<file path="src/rtl/fbdiv_ramp_pkg.sv">
package fbdiv_ramp_pkg;
    parameter int M_W     = 8;
    parameter int NDIV_W  = 8;
    parameter int PL_W    = 6;
    parameter int COEFF_W = 32;
    parameter int STEP_W  = 8;
    localparam int FIELD_W = M_W + NDIV_W + PL_W;

    typedef enum logic [2:0] {
        S_IDLE,
        S_SLOW,
        S_NSET,
        S_POLL,
        S_EXIT
    } ramp_state_e;

    typedef struct packed {
        ramp_state_e        state;
        logic [NDIV_W-1:0]  ndiv;
        logic [NDIV_W-1:0]  target;
        logic [STEP_W-1:0]  step_a;
        logic [STEP_W-1:0]  step_b;
        logic               slow;
        logic               ramp;
        logic               ok;
        logic               done;
        logic               err;
    } ramp_regs_t;
endpackage

</file>
<file path="src/rtl/ramp_sync.sv">
module ramp_sync #(
    parameter int STAGES = 2
) (
    input  logic clk,
    input  logic rst_n,
    input  logic d_in,
    output logic d_out
);
    logic [STAGES-1:0] sh_q;

    always_ff @(posedge clk or negedge rst_n) begin
        if (!rst_n) sh_q <= '0;
        else        sh_q <= {sh_q[STAGES-2:0], d_in};
    end

    assign d_out = sh_q[STAGES-1];
endmodule

</file>
<file path="src/rtl/ramp_tick_cnt.sv">
module ramp_tick_cnt #(
    parameter int LIMIT = 2
) (
    input  logic clk,
    input  logic rst_n,
    input  logic clr,
    input  logic step,
    output logic last
);
    localparam int CW = (LIMIT > 2) ? $clog2(LIMIT) : 1;
    logic [CW-1:0] cnt_d, cnt_q;

    assign last = step && (cnt_q == CW'(LIMIT - 1));

    always_comb begin
        cnt_d = cnt_q;
        if (clr || last) cnt_d = '0;
        else if (step)   cnt_d = cnt_q + 1'b1;
    end

    always_ff @(posedge clk or negedge rst_n) begin
        if (!rst_n) cnt_q <= '0;
        else        cnt_q <= cnt_d;
    end
endmodule

</file>
<file path="src/rtl/fbdiv_ramp_ctrl.sv">
module fbdiv_ramp_ctrl
    import fbdiv_ramp_pkg::*;
#(
    parameter logic [STEP_W-1:0] STEP_A       = 8'h2B,
    parameter logic [STEP_W-1:0] STEP_B       = 8'h0B,
    parameter int                SETTLE_TICKS = 2,
    parameter int                MAX_POLLS    = 500,
    parameter int                SYNC_STAGES  = 2,
    parameter logic [M_W-1:0]    INIT_M       = 8'd1,
    parameter logic [NDIV_W-1:0] INIT_N       = 8'd40,
    parameter logic [PL_W-1:0]   INIT_PL      = 6'd1
) (
    input  logic               clk,
    input  logic               rst_n,
    input  logic               us_tick,
    input  logic               req_valid,
    input  logic [NDIV_W-1:0]  req_ndiv,
    input  logic               ramp_done_async,
    output logic [COEFF_W-1:0] coeff_word,
    output logic [STEP_W-1:0]  step_a,
    output logic [STEP_W-1:0]  step_b,
    output logic               slow_en,
    output logic               ramp_en,
    output logic               busy,
    output logic               done,
    output logic               err
);
    localparam int PAD_W = COEFF_W - FIELD_W;

    ramp_regs_t st_d, st_q;
    logic       done_s;
    logic       in_settle, settle_last;
    logic       in_poll, poll_last;

    ramp_sync #(.STAGES(SYNC_STAGES)) u_sync (
        .clk   (clk),
        .rst_n (rst_n),
        .d_in  (ramp_done_async),
        .d_out (done_s)
    );

    assign in_settle = (st_q.state == S_SLOW) || (st_q.state == S_NSET);
    assign in_poll   = (st_q.state == S_POLL);

    ramp_tick_cnt #(.LIMIT(SETTLE_TICKS)) u_settle (
        .clk   (clk),
        .rst_n (rst_n),
        .clr   (!in_settle),
        .step  (us_tick && in_settle),
        .last  (settle_last)
    );

    ramp_tick_cnt #(.LIMIT(MAX_POLLS)) u_polls (
        .clk   (clk),
        .rst_n (rst_n),
        .clr   (!in_poll),
        .step  (us_tick && in_poll),
        .last  (poll_last)
    );

    always_comb begin
        st_d      = st_q;
        st_d.done = 1'b0;
        st_d.err  = 1'b0;
        case (st_q.state)
            S_IDLE: begin
                if (req_valid) begin
                    if (req_ndiv == st_q.ndiv) begin
                        st_d.done = 1'b1;
                    end else begin
                        st_d.target = req_ndiv;
                        st_d.step_a = STEP_A;
                        st_d.step_b = STEP_B;
                        st_d.slow   = 1'b1;
                        st_d.state  = S_SLOW;
                    end
                end
            end
            S_SLOW: begin
                if (settle_last) begin
                    st_d.ndiv  = st_q.target;
                    st_d.state = S_NSET;
                end
            end
            S_NSET: begin
                if (settle_last) begin
                    st_d.ramp  = 1'b1;
                    st_d.state = S_POLL;
                end
            end
            S_POLL: begin
                if (us_tick && done_s) begin
                    st_d.ok    = 1'b1;
                    st_d.slow  = 1'b0;
                    st_d.ramp  = 1'b0;
                    st_d.state = S_EXIT;
                end else if (poll_last) begin
                    st_d.ok    = 1'b0;
                    st_d.slow  = 1'b0;
                    st_d.ramp  = 1'b0;
                    st_d.state = S_EXIT;
                end
            end
            S_EXIT: begin
                st_d.done  = st_q.ok;
                st_d.err   = !st_q.ok;
                st_d.state = S_IDLE;
            end
            default: st_d.state = S_IDLE;
        endcase
    end

    always_ff @(posedge clk or negedge rst_n) begin
        if (!rst_n) begin
            st_q        <= '0;
            st_q.state  <= S_IDLE;
            st_q.ndiv   <= INIT_N;
            st_q.target <= INIT_N;
        end else begin
            st_q <= st_d;
        end
    end

    assign coeff_word = {{PAD_W{1'b0}}, INIT_PL, st_q.ndiv, INIT_M};
    assign step_a     = st_q.step_a;
    assign step_b     = st_q.step_b;
    assign slow_en    = st_q.slow;
    assign ramp_en    = st_q.ramp;
    assign busy       = (st_q.state != S_IDLE);
    assign done       = st_q.done;
    assign err        = st_q.err;
endmodule

</file>
<file path="config.mk">
export PLATFORM = sky130hd
export DESIGN_NAME = fbdiv_ramp_ctrl
export DESIGN_NICKNAME = d
export VERILOG_FILES = /design/src/rtl/fbdiv_ramp_pkg.sv /design/src/rtl/ramp_sync.sv /design/src/rtl/ramp_tick_cnt.sv /design/src/rtl/fbdiv_ramp_ctrl.sv
export SDC_FILE = /design/constraint.sdc
export NUM_CORES = 1
export LEC_CHECK = 0
export ABC_AREA = 1
export ABC_CLOCK_PERIOD_IN_PS = 1700
export BUFFER_PORTS_ARGS = -buffer_cell sky130_fd_sc_hd__buf_4
export CAP_MARGIN = 20
export CORE_UTILIZATION = 30
export DETAILED_ROUTE_END_ITERATION = 8
export SLEW_MARGIN = 40
export SYNTH_ARGS = -nofsm -noshare
export SYNTH_HDL_FRONTEND = slang
export SYNTH_SLANG_ARGS = --single-unit
</file>
<file path="constraint.sdc">
create_clock -name clk -period 1.7 [get_ports clk]
set_clock_uncertainty 0.1 [all_clocks]
set_input_delay 0.34 -clock clk [delete_from_list [all_inputs] [get_ports clk]]
set_output_delay 0.34 -clock clk [all_outputs]
set_load 0.005 [all_outputs]
</file>
==> results.yml <==
run_status:
  status: "finished clean"
sta:
  max_freq_ghz: 0.613
  setup_tns_ns: 0
  finalWorstPathRequiredPeriod_ns: 1.63
  finalCritPeriodShare: 0.959
  finalMaxSlewViolations: 0
  rsz0062_at_grt: "false"
  hold_violations: 0
  finalSetupViolCount: 0
die:
  die-width_microns: 86.5
  chipHeight_microns: 86.5
  die-area_sq_mm: 0.00748
  initial_core_util: 0.313
  rows: 30
  pin_count: 66
  core_area_sq_mm: 0.00683
final_layout:
  fin_nets: 288
  seq_area_sq_um: 932
  antenna_cells: 0
  drive_gt1_frac: 0.269
  nFillCells: 712
  final_cell_mix: "nand2_1, buf_4, conb_1"
  area_growth_pct: 13.3
  final_cells: 371
  multi_input_area_sq_um: 878
  fin_area_sq_mm: 0.00243
cts:
  ctsLongestPathBuffers: 2
  clock-sinks: 37
  cts.clk_slew.worst_paths_ns: 0.08
  cts_buffers: 5
  tritoncts: "built"
  htree_levels: 2
  cts-root-buf: "clkbuf_8"
  clock_latency_ns: 0.29
setup_path:
  crit_required_ns: 1.26
  reg2reg_depth: 8
  reg2reg_to: "st_q[24]"
  critPathTopFamily: "flip-flops"
  startpoint: "st_q[37]"
  cp.arrival_ns: 1.19
  critPathMaxStageDelay_ns: 0.43
  cp-end-kind: "output pin"
  r2r_slack_ns: 0.16
  timing.rr.start: "coeff_word[13]"
  worstSetupPathDepth: 5
  cp_slowest_cell: "dfrtp_2"
  cp_max_fo: 2
  criticalPathCategory: "flop to output pin"
  timing.critical_path.buf_inv: 3
  worstSetupStartpointType: "flop"
  path_cells: "nor2_4, inv_2, nor2_4, inv_1, buf_4"
  cpMostUsedCell: "nor2_4"
  endpoint: "busy"
power_and_ir_drop:
  p_leak_nw: 1.18
  powerDensity_mw_per_mm2: 1290
  finalPower_mw: 3.12
  vdd.ir_drop.worst_mv: 0.346
routing:
  via_per_inst: 4.02
  drc: 0
  vias: 1492
  drt-pass1-iter-count: 4
  wl_mm: 3.65
  wl_per_cell_microns: 9.85
  antenna_left: 0
  drtIter0Drc: 77
synth:
  synthCells: 246
  synth_top_cell_by_area: "dfrtp_1"
  synth.area.top_cells: "dfrtp_1, buf_4, nand2_1"
  synth_cell_type_count: 31
  syn_avg_cell_area_sq_um: 8.70
  seq_area_frac_synth: 0.435
  synth_seq_cells: 37
  netlist_area_sq_mm: 0.00214
  yosysWarnings: 0
  yosysTopAreaCellShare: 0.386
worst_hold_path:
  hold_class: "input port to flop"
global_route:
  overflow: 0
  grt_usage: 0.105
  grt_pass1_wl_mm: 6.12
  antenna_found_initial: 0
  grt_start_max_net_pins: 38
  grt_pass1_vias: 1344
place:
  place_inst: 358
  routabilityCongestion: 0.842
  post_dp_cell_area_sq_mm: 0.00227
  port_buffers: 32
  dpl.hpwl_mm: 2.64
job:
  drv_cap: 0
==> synthesized netlist by cell type <==
library cell / count
clkbuf_1: 1
o21a_1: 1
xor2_1: 1
a21oi_1: 17
inv_6: 1
nor2_1: 20
nand3_4: 4
nand3_1: 4
dfrtp_1: 33
buf_2: 1
conb_1: 2
a31oi_1: 1
nand4_1: 2
o311ai_0: 1
nand2_8: 1
o21ai_0: 12
o21ai_1: 2
nand2_2: 3
dfstp_2: 4
nand2_4: 2
inv_2: 1
nor2_2: 1
ha_1: 1
nand2_1: 39
nor3_1: 5
nor2_4: 4
inv_1: 27
o21bai_1: 1
o31ai_1: 1
xnor2_1: 5
buf_4: 48
==> worst min-delay path by stage <==
stage	from	endpoint	slack, ns	cells after the start
3_3_place_gp	rst_n	u_polls.cnt_q[6]	0.23	1
5_1_grt	ramp_done_async	u_sync.sh_q[0]	0.05	1
2_1_floorplan	rst_n	coeff_word[10]	-0.06	0
3_5_place_dp	rst_n	u_polls.cnt_q[5]	0.24	1
6_report	ramp_done_async	u_sync.sh_q[0]	0.07	1
4_1_cts	ramp_done_async	u_sync.sh_q[0]	0.06	1
==> final cells by class <==
class                           count  area share
Tap cell                           96      0.0495
Sequential cell                    37       0.384
Inverter                           29      0.0469
Clock buffer                        5      0.0284
Clock inverter                      3     0.00722
Multi-Input combinational cell    162       0.362
Timing Repair Buffer               39       0.122
==> power by group <==
group	leakage, nW	internal [mW]	switching (mW)
clock network	0.0439	0.283	0.310
registers	0.451	1.17	0.165
logic	0.683	0.534	0.658
total	1.18	1.98	1.13
==> metrics by stage <==
step | utilization | hold slack [ns] | setup WS, ns
floorplan | - | -0.0556 | 0.162
global placement | 0.332 | 0.231 | 0.158
detailed placement | 0.332 | 0.236 | 0.108
CTS | 0.350 | 0.0560 | 0.0112
global route | 0.355 | 0.0545 | 0.00653
finish | 0.355 | 0.0658 | 0.0690
==> cell families after synthesis <==
kind of cell             share of synthesized area
AO/OA/AOI/OAI                               0.0900
XOR/XNOR                                    0.0245
adder cells (fa/ha/maj)                    0.00584
buffers and inverters                        0.226
flip-flops                                   0.435
other                                      0.00351
AND/OR/NAND/NOR                              0.216
==> sequential cells by signal, indices dropped and copies added, names as in the netlist <==
signal and flops:
coeff_word 8, done 1, err 1, ramp_en 1, slow_en 1, st_q 12, step_a 1, u_polls.cnt_q 9
u_settle.cnt_q 1, u_sync.sh_q 2
==> per-layer routing <==
metal	wire length, microns	global-route usage
met1	1590	0.127
met5	0	0
met3	198	0.0295
met4	54	0.0515
met2	1810	0.173
==> timing repair <==
action,4_1_cts,5_1_grt
endpoints found under the hold margin,33,0
hold buffers,1,0
pin swaps,1,1
cloned,0,1
setup buffers,3,0
setup endpoints to repair,1,12
resized for setup,1,7
No activity file was read; power rests on OpenSTA's default activity.
